<file path="config.mk">
export PLATFORM = sky130hd
export DESIGN_NAME = cfgprot_bank
export DESIGN_NICKNAME = d
export VERILOG_FILES = /design/src/rtl/cfgprot_pkg.sv /design/src/rtl/cfgprot_ctrl.sv /design/src/rtl/cfgprot_regs.sv /design/src/rtl/cfgprot_bank.sv
export SDC_FILE = /design/constraint.sdc
export NUM_CORES = 1
export LEC_CHECK = 0
export BUFFER_PORTS_ARGS = -buffer_cell sky130_fd_sc_hd__buf_2
export CAP_MARGIN = 20
export CELL_PAD_IN_SITES_DETAIL_PLACEMENT = 0
export CELL_PAD_IN_SITES_GLOBAL_PLACEMENT = 2
export CORE_ASPECT_RATIO = 0.9
export CORE_MARGIN = 5
export CORE_UTILIZATION = 37
export CTS_CLUSTER_SIZE = 14
export DETAILED_ROUTE_END_ITERATION = 10
export PLACE_DENSITY = 0.8
export SLEW_MARGIN = 30
export SYNTH_ARGS = -nofsm -noshare
export SYNTH_HDL_FRONTEND = slang
export SYNTH_SLANG_ARGS = --single-unit
</file>
<file path="constraint.sdc">
create_clock -name clk -period 4.6 [get_ports clk]
set_input_delay 0 -clock clk [delete_from_list [all_inputs] [get_ports clk]]
set_output_delay 0 -clock clk [all_outputs]
set_load 0.02 [all_outputs]
</file>
<file path="src/rtl/cfgprot_pkg.sv">
package cfgprot_pkg;
  localparam int DATA_W   = 8;
  localparam int NUM_REGS = 8;
  localparam int ADDR_W   = $clog2(NUM_REGS);

  localparam int ADDR_TMR_MASK = 0;
  localparam int ADDR_SYS_OPT  = 1;
  localparam int ADDR_MEM_MAP  = 2;
  localparam int ADDR_BLK_PROT = 3;
  localparam int ADDR_EE_MAP   = 4;
  localparam int ADDR_OPT2     = 5;
  localparam int ADDR_TCTL_A   = 6;
  localparam int ADDR_TCTL_B   = 7;

  typedef struct packed {
    logic [NUM_REGS-1:0] regSel;    // one-hot write strobe per register
    logic                inWindow;  // post-reset window still open
    logic                special;   // captured special-mode flag
    logic [NUM_REGS-1:0] lockDone;  // sticky written flag per register
  } ctlStrobe_t;

  // Bits that accept one write, and only inside the window
  function automatic logic [DATA_W-1:0] windowOnceMask(int idx);
    case (idx)
      ADDR_TMR_MASK: return DATA_W'(8'h03);
      ADDR_SYS_OPT:  return DATA_W'(8'h37);
      ADDR_MEM_MAP:  return {DATA_W{1'b1}};
      default:       return '0;
    endcase
  endfunction

  // Bits that accept one write at any time
  function automatic logic [DATA_W-1:0] onceOnlyMask(int idx);
    case (idx)
      ADDR_EE_MAP: return {DATA_W{1'b1}};
      ADDR_OPT2:   return DATA_W'(8'h10);
      ADDR_TCTL_A: return DATA_W'(8'h3C);
      ADDR_TCTL_B: return DATA_W'(8'h3C);
      default:     return '0;
    endcase
  endfunction

  function automatic logic [DATA_W-1:0] resetValue(int idx);
    return (idx == ADDR_BLK_PROT) ? {DATA_W{1'b1}} : '0;
  endfunction
endpackage

</file>
<file path="src/rtl/cfgprot_ctrl.sv">
module cfgprot_ctrl
  import cfgprot_pkg::*;
#(
  parameter int WINDOW_CYCLES = 64
) (
  input  logic              clk,
  input  logic              rstN,
  input  logic              modeStrapA,
  input  logic              modeStrapB,
  input  logic [ADDR_W-1:0] busAddr,
  input  logic              busWe,
  output ctlStrobe_t        strobe,
  output logic              specialMode,
  output logic              modeAFlag
);
  localparam int CNT_W = $clog2(WINDOW_CYCLES + 1);
  localparam logic [CNT_W-1:0] CNT_MAX = CNT_W'(WINDOW_CYCLES);

  logic [CNT_W-1:0]    winCnt;
  logic                specialQ;
  logic                modeAQ;
  logic [NUM_REGS-1:0] lockDone;
  logic [NUM_REGS-1:0] regSel;

  for (genvar i = 0; i < NUM_REGS; i++) begin : g_sel
    assign regSel[i] = busWe && (busAddr == ADDR_W'(i));
  end

  always_ff @(posedge clk) begin
    if (!rstN) begin
      winCnt   <= '0;
      specialQ <= ~modeStrapB;
      modeAQ   <= modeStrapA;
      lockDone <= '0;
    end else begin
      if (winCnt != CNT_MAX) winCnt <= winCnt + 1'b1;
      lockDone <= lockDone | regSel;
    end
  end

  always_comb begin
    strobe.regSel   = regSel;
    strobe.inWindow = (winCnt < CNT_MAX);
    strobe.special  = specialQ;
    strobe.lockDone = lockDone;
  end

  assign specialMode = specialQ;
  assign modeAFlag   = modeAQ;


  win_cnt_sat_chk: assert property (@(posedge clk) disable iff (!rstN)
    winCnt <= CNT_MAX);


  win_no_reopen_chk: assert property (@(posedge clk) disable iff (!rstN)
    !strobe.inWindow |=> !strobe.inWindow);


  mode_hold_chk: assert property (@(posedge clk) disable iff (!rstN)
    $past(rstN) |-> ($stable(specialQ) && $stable(modeAQ)));


  lock_sticky_chk: assert property (@(posedge clk) disable iff (!rstN)
    $past(rstN) |-> ((lockDone & $past(lockDone)) == $past(lockDone)));
endmodule

</file>
<file path="src/rtl/cfgprot_regs.sv">
module cfgprot_regs
  import cfgprot_pkg::*;
(
  input  logic              clk,
  input  logic              rstN,
  input  logic [ADDR_W-1:0] busAddr,
  input  logic [DATA_W-1:0] busWdata,
  input  ctlStrobe_t        strobe,
  output logic [DATA_W-1:0] busRdata
);
  logic [DATA_W-1:0] regQ [NUM_REGS];

  for (genvar i = 0; i < NUM_REGS; i++) begin : g_reg
    localparam logic [DATA_W-1:0] WIN_M  = windowOnceMask(i);
    localparam logic [DATA_W-1:0] ONCE_M = onceOnlyMask(i);
    logic [DATA_W-1:0] nextVal;

    if (i == ADDR_BLK_PROT) begin : g_prot
      // set always allowed; clear only in window or special mode
      always_comb begin
        if (strobe.special || strobe.inWindow) nextVal = busWdata;
        else                                  nextVal = regQ[i] | busWdata;
      end
    end else begin : g_std
      logic [DATA_W-1:0] bitEn;
      always_comb begin
        bitEn = ~(WIN_M | ONCE_M);
        if (strobe.special) begin
          bitEn = '1;
        end else if (!strobe.lockDone[i]) begin
          bitEn = bitEn | ONCE_M;
          if (strobe.inWindow) bitEn = bitEn | WIN_M;
        end
        nextVal = (regQ[i] & ~bitEn) | (busWdata & bitEn);
      end
    end

    always_ff @(posedge clk) begin
      if (!rstN)                 regQ[i] <= resetValue(i);
      else if (strobe.regSel[i]) regQ[i] <= nextVal;
    end
  end

  assign busRdata = regQ[busAddr];


  tmr_low_lock_chk: assert property (@(posedge clk) disable iff (!rstN)
    (!strobe.special && (!strobe.inWindow || strobe.lockDone[ADDR_TMR_MASK]))
    |=> $stable(regQ[ADDR_TMR_MASK][1:0]));


  mem_map_ro_chk: assert property (@(posedge clk) disable iff (!rstN)
    (!strobe.special && !strobe.inWindow) |=> $stable(regQ[ADDR_MEM_MAP]));


  prot_no_clear_chk: assert property (@(posedge clk) disable iff (!rstN)
    (!strobe.special && !strobe.inWindow) |=>
    ((regQ[ADDR_BLK_PROT] & $past(regQ[ADDR_BLK_PROT])) == $past(regQ[ADDR_BLK_PROT])));


  ee_map_once_chk: assert property (@(posedge clk) disable iff (!rstN)
    (!strobe.special && strobe.lockDone[ADDR_EE_MAP]) |=> $stable(regQ[ADDR_EE_MAP]));
endmodule

</file>
<file path="src/rtl/cfgprot_bank.sv">
module cfgprot_bank
  import cfgprot_pkg::*;
#(
  parameter int WINDOW_CYCLES = 64
) (
  input  logic              clk,
  input  logic              rstN,
  input  logic              modeStrapA,
  input  logic              modeStrapB,
  input  logic [ADDR_W-1:0] busAddr,
  input  logic              busWe,
  input  logic [DATA_W-1:0] busWdata,
  output logic [DATA_W-1:0] busRdata,
  output logic              specialMode,
  output logic              modeAFlag
);
  ctlStrobe_t strobe;

  cfgprot_ctrl #(.WINDOW_CYCLES(WINDOW_CYCLES)) u_ctrl (
    .clk(clk), .rstN(rstN), .modeStrapA(modeStrapA), .modeStrapB(modeStrapB),
    .busAddr(busAddr), .busWe(busWe), .strobe(strobe),
    .specialMode(specialMode), .modeAFlag(modeAFlag)
  );

  cfgprot_regs u_regs (
    .clk(clk), .rstN(rstN), .busAddr(busAddr), .busWdata(busWdata),
    .strobe(strobe), .busRdata(busRdata)
  );
endmodule

</file>
==> results_tabular.tex, run 1 <==
\begin{tabular}{lr}
\hline
Metric & Value \\
\hline
\multicolumn{2}{l}{\textbf{Clocking}} \\
Clock root buffer & sky130\_fd\_sc\_hd\_\_clkbuf\_16 \\
Clock buffer depth & 2 \\
Num CTS Buffers & 9 \\
CTS tree & yes \\
CTS H-tree depth & 3 \\
CTS Sinks & 80 \\
Clock latency on the worst-skew pair & 340 ps \\
Clock transition at path regs & 70 ps \\
\multicolumn{2}{l}{\textbf{Detailed routing}} \\
Count of TritonRoute iterations in the first routing pass & 4 \\
Initial detailed-routing violation count & 197 \\
Antenna-violating nets left & 0 \\
DR DRC count & 0 \\
Vias post-DR & 2714 \\
Routed length per placed instance & 20.95 um \\
Mean number of vias per cell & 5.539 \\
Post-Route WL & 10.27 mm \\
\multicolumn{2}{l}{\textbf{Placed design}} \\
Last weighted congestion value of the routability-driven placer & 0.8034 \\
Port bufs & 25 \\
Placed Instances & 472 \\
DP HPWL & 7.211 mm \\
\multicolumn{2}{l}{\textbf{Synthesis}} \\
Largest area contributor in the synthesized netlist & sky130\_fd\_sc\_hd\_\_edfxtp\_1 \\
Synth Net Count & 352 \\
Cell types with the largest area share after synthesis & sky130\_fd\_sc\_hd\_\_edfxtp\_1, sky130\_fd\_sc\_hd\_\_dfxtp\_1, sky130\_fd\_sc\_hd\_\_mux2i\_1 \\
Count of warnings emitted by yosys & 0 \\
Fraction of synthesized cell area taken by the top area cell type & 0.5061 \\
Flop and latch count out of synthesis & 80 \\
Total standard cell area after synthesis & 0.003916 sq mm \\
Unique masters post-synth & 38 \\
Syn\_area\_per\_cell & 11.73 sq um \\
Gate count of the mapped netlist & 334 \\
Fraction of the yosys area taken by sequential cells & 0.5776 \\
\multicolumn{2}{l}{\textbf{Pwr}} \\
Register share of total power & 0.493 \\
Switch share & 0.2403 \\
Switch Pwr & 0.4101 mW \\
Clock group share of total power & 0.413 \\
Power density over the cells & 384.0 mW/mm\^{}2 \\
Fraction of power consumed by combinational cells & 0.094 \\
Internal portion of total power & 1.296 mW \\
Maximum ir drop on the vdd rail & 0.1939 mV \\
Cell leakage power & 1.672 nW \\
\multicolumn{2}{l}{\textbf{Global routing}} \\
Largest net degree at the start of global routing & 28 \\
Wire length of the first global-routing pass & 15.69 mm \\
Number of antenna violations at the first check in global routing & 0 \\
Overall overflow remaining after global route & 0 \\
Number of global-route vias before repair & 2681 \\
Overall global routing resource usage & 0.1643 \\
\multicolumn{2}{l}{\textbf{Final layout}} \\
Non-filler cells in the finished layout & 490 \\
Area growth syn-to-layout & 13.48\% \\
Count of inserted antenna diode cells & 0 \\
Net count of the finished layout & 374 \\
\# fillers & 954 \\
Share of layout cells above drive strength 1 & 0.1717 \\
\multicolumn{2}{l}{\textbf{Floorplanning}} \\
Number of primary I/O pins & 26 \\
Effective utilization at floorplan & 0.3805 \\
Total die area & 0.01274 sq mm \\
Site Rows & 35 \\
Width of the chip & 118.4 um \\
Vertical extent of the die & 107.6 um \\
Standard cell core area & 0.01029 sq mm \\
\multicolumn{2}{l}{\textbf{Timing}} \\
\# setup viols final & 0 \\
Slew at the pin closest to its max-slew limit & 860.6 ps \\
Summed negative setup slack over all endpoints & 0 ps \\
Final Hold Vio Count & 0 \\
Share of the clock period used by the worst path & 0.4209 \\
Maximum clock rate & 516.5 MHz \\
Setup skew after layout & 8.140 ps \\
RSZ-0062 raised after global routing & no \\
Max Slew Vio Count & 0 \\
Relative max-transition margin & 0.4251 \\
Final Critical Period & 1936 ps \\
\multicolumn{2}{l}{\textbf{Worst setup path}} \\
Start-to-end type of the worst setup path & register to register \\
Crit path required time & 4670 ps \\
Worst Path Arrival & 2010 ps \\
CP startpoint kind & register \\
Sort of element at the end of the critical path & register \\
Max FO, Critical Path & 10 \\
Depth of the worst register-to-register path & 3 \\
\multicolumn{2}{l}{\textbf{Worst hold path}} \\
Kind of path behind the tightest hold check & primary input to register \\
Worst hold path stage count & 2 \\
\multicolumn{2}{l}{\textbf{Run}} \\
Number of maximum-capacitance violations & 0 \\
\multicolumn{2}{l}{\textbf{Outcome}} \\
Status & complete, no violations \\
\hline
\end{tabular}
==> cells in the mapped netlist <==
cell type and count:
sky130_fd_sc_hd__inv_1 6, sky130_fd_sc_hd__o21ba_2 1, sky130_fd_sc_hd__o22ai_1 6, sky130_fd_sc_hd__clkbuf_1 7, sky130_fd_sc_hd__nand3_1 3, sky130_fd_sc_hd__ha_1 2, sky130_fd_sc_hd__mux4_2 8, sky130_fd_sc_hd__or2_2 1
sky130_fd_sc_hd__and2_1 11, sky130_fd_sc_hd__nor2_1 26, sky130_fd_sc_hd__xor2_1 2, sky130_fd_sc_hd__o21ai_0 13, sky130_fd_sc_hd__or3_1 3, sky130_fd_sc_hd__nor3_1 9, sky130_fd_sc_hd__o32ai_1 2, sky130_fd_sc_hd__buf_1 3
sky130_fd_sc_hd__and2b_1 1, sky130_fd_sc_hd__nand2_1 50, sky130_fd_sc_hd__a21oi_1 11, sky130_fd_sc_hd__a211o_1 8, sky130_fd_sc_hd__nand3b_1 1, sky130_fd_sc_hd__edfxtp_1 66, sky130_fd_sc_hd__nor3b_1 1, sky130_fd_sc_hd__a21o_1 1
sky130_fd_sc_hd__xnor2_1 1, sky130_fd_sc_hd__mux2_2 11, sky130_fd_sc_hd__a211oi_1 4, sky130_fd_sc_hd__o21a_1 1, sky130_fd_sc_hd__mux2i_1 24, sky130_fd_sc_hd__buf_2 6, sky130_fd_sc_hd__or4_4 1, sky130_fd_sc_hd__dfxtp_1 14
sky130_fd_sc_hd__o21bai_1 3, sky130_fd_sc_hd__and3_1 14, sky130_fd_sc_hd__nor2b_1 7, sky130_fd_sc_hd__and3b_1 1, sky130_fd_sc_hd__buf_4 1, sky130_fd_sc_hd__nand2b_1 4
==> final timing paths <==
path                            startpoint                              end  slack (ps)
min reg2reg  u_ctrl.lockDone[4]$_SDFF_PN0_    u_ctrl.lockDone[4]$_SDFF_PN0_         440
max reg2reg   u_ctrl.specialMode$_DFFE_PN_  u_regs.regQ[4][7]$_SDFFCE_PN0P_        2660
max           u_ctrl.specialMode$_DFFE_PN_  u_regs.regQ[4][7]$_SDFFCE_PN0P_        2660
min                            busWdata[7]  u_regs.regQ[3][7]$_SDFFCE_PN1P_         110
==> worst max-delay path: stages, from the launching register on <==
cell	delay, ps
sky130_fd_sc_hd__edfxtp_1	590
sky130_fd_sc_hd__nor2b_1	750
sky130_fd_sc_hd__mux2i_1	270
sky130_fd_sc_hd__nor2_1	60
==> placed cells by master, fill, tap and decap left out, types with 2 or more instances in the layout <==
cell type	synthesis	final
sky130_fd_sc_hd__a211o_1	8	8
sky130_fd_sc_hd__a211oi_1	4	4
sky130_fd_sc_hd__a21oi_1	11	11
sky130_fd_sc_hd__and2_1	11	11
sky130_fd_sc_hd__and3_1	14	14
sky130_fd_sc_hd__buf_2	6	25
sky130_fd_sc_hd__clkbuf_16	0	9
sky130_fd_sc_hd__clkinv_2	0	2
sky130_fd_sc_hd__dfxtp_1	14	14
sky130_fd_sc_hd__dlygate4sd3_1	0	2
sky130_fd_sc_hd__edfxtp_1	66	66
sky130_fd_sc_hd__ha_1	2	2
sky130_fd_sc_hd__inv_1	6	6
sky130_fd_sc_hd__mux2_2	11	11
sky130_fd_sc_hd__mux2i_1	24	24
sky130_fd_sc_hd__mux4_2	8	8
sky130_fd_sc_hd__nand2_1	50	50
sky130_fd_sc_hd__nand2b_1	4	4
sky130_fd_sc_hd__nand3_1	3	3
sky130_fd_sc_hd__nor2_1	26	26
sky130_fd_sc_hd__nor2b_1	7	7
sky130_fd_sc_hd__nor3_1	9	9
sky130_fd_sc_hd__o21ai_0	13	6
sky130_fd_sc_hd__o21ai_1	0	7
sky130_fd_sc_hd__o21bai_1	3	3
sky130_fd_sc_hd__o22ai_1	6	6
sky130_fd_sc_hd__o32ai_1	2	2
sky130_fd_sc_hd__or3_1	3	3
sky130_fd_sc_hd__xor2_1	2	2
==> power groups by stage <==
stage / sequential (mW) / clock [mW] / combinational, mW
floorplan: 0.848 / 0 / 0.103
global placement: 0.857 / 0 / 0.159
detailed placement: 0.857 / 0 / 0.160
CTS: 0.842 / 0.715 / 0.162
global route: 0.845 / 0.739 / 0.175
finish: 0.842 / 0.705 / 0.160
==> layer usage <==
layer  track usage  share of wire
met1        0.2219           0.44
met2        0.2707           0.49
met3       0.02943          0.059
met4       0.05020          0.018
met5             0              0
==> flip-flops by register name (all words and copies together) (netlist names) <==
signal	flops
u_ctrl.specialMode	1
u_ctrl.winCnt	7
u_ctrl.lockDone	7
u_regs.regQ	64
u_ctrl.modeAFlag	1
==> stage by stage <==
stage	setup WS (ps)	cell area, sq um	total power, mW	util	hold WS [ps]
after floorplan	3010	3916	0.9501	-	98.87
after global placement	2549	4135	1.016	0.4018	176.4
after detailed placement	2481	4135	1.017	0.4018	179.2
after CTS	2659	4444	1.719	0.4319	102.5
after global routing	2544	4444	1.759	0.4319	122.3
final	2664	4444	1.707	0.4319	110.6
==> area by class of cell <==
class / count / area, sq um / share of cell area
timing repair buffer: 28 / 152.6 / 0.03435
tap: 129 / 161.4 / 0.03632
inverter: 6 / 22.52 / 0.005068
clock inverter: 6 / 60.06 / 0.01351
multi-input combinational: 231 / 1556 / 0.3502
sequential: 80 / 2262 / 0.5090
clock buffer: 10 / 229.0 / 0.05152
==> kinds of logic (layout without fill, tap and decap cells) <==
logic type | Yosys count | after routing | synth area share
buf+inv | 23 | 50 | 0.02492
mux | 43 | 43 | 0.1390
fa+ha+maj | 2 | 2 | 0.006389
simple gates | 133 | 133 | 0.1629
flops | 80 | 80 | 0.5776
compound gates | 50 | 50 | 0.08243
xor+xnor | 3 | 3 | 0.006710
==> what timing repair did <==
item,in CTS,in global routing
gates resized for setup,0,0
hold buffers,2,0
setup buffers,0,0
endpoints found under the hold margin,2,0
(Power assumes the default switching activity.)
==> inputs of run 2 (changes only) <==
==> constraint.sdc (replaced) <==
create_clock -name clk -period 2 [get_ports clk]
set_input_delay 0 -clock clk [delete_from_list [all_inputs] [get_ports clk]]
set_output_delay 0 -clock clk [all_outputs]
set_load 0.02 [all_outputs]
==> run 2 against run 1 <==
  * Combinational power rose to 2.5 times the previous value
  * Cell count rose by 4.9%
  * Worst setup slack got worse by 2200 ps
  * Via count rose by 0.41%
  * First-iteration DRC count fell by 9.6%
  * Global-route usage rose by 0.092 points
  * Register-to-register slack got worse by 2200 ps
  * Critical path depth rose by 1
  * Sequential cell count did not move
  * Sequential power rose by 130%
  * Worst hold slack got worse by 42 ps
==> results_tabular.tex, run 2 (synthesis gave the netlist of run 1 again) <==
\begin{tabular}{lr}
\hline
Metric & Value \\
\hline
\multicolumn{2}{l}{\textbf{Placed design}} \\
Post-Place Worst Slack & 371.2 ps (-2110 ps) \\
Placed Instances & 496 (+5.1\%) \\
DP HPWL & 7.411 mm (+2.8\%) \\
Last weighted congestion value of the routability-driven placer & 0.8110 (+0.95\%) \\
Post-detailed-placement cell area & 0.004315 sq mm (+4.4\%) \\
Port bufs & 25 (unchanged) \\
\multicolumn{2}{l}{\textbf{Timing}} \\
Max Slew Vio Count & 0 (unchanged) \\
Final Critical Period & 1573 ps \\
Maximum clock rate & 635.9 MHz \\
RSZ-0062 raised after global routing & no \\
Relative max-transition margin & 0.6064 (+0.1813) \\
Summed negative setup slack over all endpoints & 0 ps (unchanged) \\
Setup skew after layout & 8.800 ps (+0.6604 ps) \\
Slew at the pin closest to its max-slew limit & 588.3 ps (-272.3 ps) \\
Hold Slack & 68.48 ps (-42.08 ps) \\
Share of the clock period used by the worst path & 0.7863 \\
\# setup viols final & 0 (unchanged) \\
Final Hold Vio Count & 0 (unchanged) \\
Setup slack after layout & 427.5 ps (-2236 ps) \\
\multicolumn{2}{l}{\textbf{Clocking}} \\
Number of setup buffers added after CTS & 0 (unchanged) \\
Clock root buffer & sky130\_fd\_sc\_hd\_\_clkbuf\_16 \\
Clock latency on the worst-skew pair & 340 ps (about the same) \\
CTS tree & yes \\
CTS Sinks & 80 (unchanged) \\
Number of buffers added to fix hold violations after cts & 2 (unchanged) \\
Clock transition at path regs & 60 ps (about the same) \\
CTS H-tree depth & 3 (unchanged) \\
Clock buffer depth & 2 (unchanged) \\
Post-cts sizing count & 0 (unchanged) \\
Num CTS Buffers & 9 (unchanged) \\
\multicolumn{2}{l}{\textbf{Final layout}} \\
Commonest cells after routing, fill and taps aside & sky130\_fd\_sc\_hd\_\_edfxtp\_1, sky130\_fd\_sc\_hd\_\_nand2\_1, sky130\_fd\_sc\_hd\_\_nor2\_1 \\
Share of layout cells above drive strength 1 & 0.2260 (+0.05423) \\
\# fillers & 935 (-2.0\%) \\
Flip-flop count of the largest register after layout & 64 (unchanged) \\
Register area & 0.002262 sq mm (unchanged) \\
Most flop-heavy register & u\_regs.regQ \\
Total area of multi-input combinational cells & 0.001556 sq mm (unchanged) \\
Area of all placed cells without fillers & 0.004657 sq mm (+4.8\%) \\
Count of inserted antenna diode cells & 0 (unchanged) \\
Net count of the finished layout & 398 (+6.4\%) \\
Largest registers & u\_regs.regQ x64, u\_ctrl.lockDone x7, u\_ctrl.winCnt x7 \\
Area growth syn-to-layout & 18.91\% \\
Most common cell after layout, fill and taps aside & sky130\_fd\_sc\_hd\_\_edfxtp\_1 \\
Share of the core filled with cells in the final layout & 0.4525 (+0.02067) \\
Non-filler cells in the finished layout & 514 (+4.9\%) \\
\multicolumn{2}{l}{\textbf{Global routing}} \\
Number of global-route vias before repair & 2788 (+4.0\%) \\
Overall overflow remaining after global route & 0 (unchanged) \\
Overall global routing resource usage & 0.1652 (+0.0009225) \\
Number of antenna violations at the first check in global routing & 0 (unchanged) \\
Largest net degree at the start of global routing & 16 (-43\%) \\
Wire length of the first global-routing pass & 15.88 mm (+1.2\%) \\
\multicolumn{2}{l}{\textbf{Detailed routing}} \\
Antenna-violating nets left & 0 (unchanged) \\
Initial detailed-routing violation count & 178 (-9.6\%) \\
Count of TritonRoute iterations in the first routing pass & 4 (unchanged) \\
Post-Route WL & 10.14 mm (-1.3\%) \\
Routed length per placed instance & 19.72 um (-5.9\%) \\
DR DRC count & 0 (unchanged) \\
Mean number of vias per cell & 5.302 (-4.3\%) \\
Vias post-DR & 2725 (+0.41\%) \\
\multicolumn{2}{l}{\textbf{Worst setup path}} \\
Worst Path Arrival & 1570 ps (-440 ps) \\
Largest delay contributor family on the critical path & multiplexers \\
Sort of element at the end of the critical path & output pin \\
Start-to-end type of the worst setup path & register to output pin \\
Dominant cell type by count on the critical path & sky130\_fd\_sc\_hd\_\_nand2\_1 \\
Crit path required time & 2000 ps (-2670 ps) \\
Slowest cell on the critical path & sky130\_fd\_sc\_hd\_\_mux4\_2 \\
CP startpoint kind & register \\
Max FO, Critical Path & 2 (-8) \\
Worst path bufs/invs & 1 (+1) \\
Cell-by-cell listing of the critical path & mux4\_2 > nand2\_1 > nand2\_1 > buf\_2 \\
Critical path's largest stage delay & 520 ps (-230 ps) \\
\multicolumn{2}{l}{\textbf{Floorplanning}} \\
Effective utilization at floorplan & 0.3805 (unchanged) \\
Width of the chip & 118.4 um (unchanged) \\
Site Rows & 35 (unchanged) \\
Vertical extent of the die & 107.6 um (unchanged) \\
Standard cell core area & 0.01029 sq mm (unchanged) \\
Number of primary I/O pins & 26 (unchanged) \\
Total die area & 0.01274 sq mm (unchanged) \\
\multicolumn{2}{l}{\textbf{Worst hold path}} \\
Kind of path behind the tightest hold check & primary input to register \\
\multicolumn{2}{l}{\textbf{Pwr}} \\
Cell leakage power & 1.805 nW (+7.9\%) \\
Power density over the cells & 871.2 mW/mm\^{}2 (+130\%) \\
Maximum ir drop on the vdd rail & 0.6588 mV (+240\%) \\
Final total power & 4.057 mW (+140\%) \\
\multicolumn{2}{l}{\textbf{Run}} \\
Number of maximum-capacitance violations & 0 (unchanged) \\
\multicolumn{2}{l}{\textbf{Outcome}} \\
Status & complete, no violations \\
\hline
\end{tabular}
## run 2: layout make-up
| cell class | instances | area share |
|---|---|---|
| clock buffers | 13 | 0.06529 |
| clock inverters | 3 | 0.003761 |
| inverters | 6 | 0.004836 |
| multi-input cells | 231 | 0.3342 |
| flip-flops and latches | 80 | 0.4858 |
| well taps | 129 | 0.03466 |
| repair buffers | 52 | 0.07147 |
## run 2: final timing paths
| path | startpoint | endpoint | slack [ps] | cells after the start |
|---|---|---|---|---|
| worst max-delay path | u_regs.regQ[7][2]$_SDFFCE_PN0P_ | busRdata[2] | 430 | 4 |
| worst min-delay path | busWdata[6] | u_regs.regQ[3][6]$_SDFFCE_PN1P_ | 70 | 2 |
| worst max register to register | u_ctrl.specialMode$_DFFE_PN_ | u_regs.regQ[6][3]$_SDFFCE_PN0P_ | 490 | 3 |
| worst min register to register | u_ctrl.lockDone[4]$_SDFF_PN0_ | u_ctrl.lockDone[4]$_SDFF_PN0_ | 440 | 2 |
## run 2: routing by layer
| metal | global-route usage | part of all wire | vias up |
|---|---|---|---|
| met2 | 0.2635 | 0.48 | 64 |
| met5 | 0 | 0 | - |
| met3 | 0.04467 | 0.060 | 4 |
| met4 | 0.04615 | 0.0049 | 0 |
| li1 | - | - | 1313 |
| met1 | 0.2227 | 0.46 | 1344 |
## run 2: power by group
part           internal (mW)  total (mW)  switching (mW)
sequential              1.88        1.93          0.0422
clock                   1.06        1.73           0.664
combinational          0.163       0.402           0.239
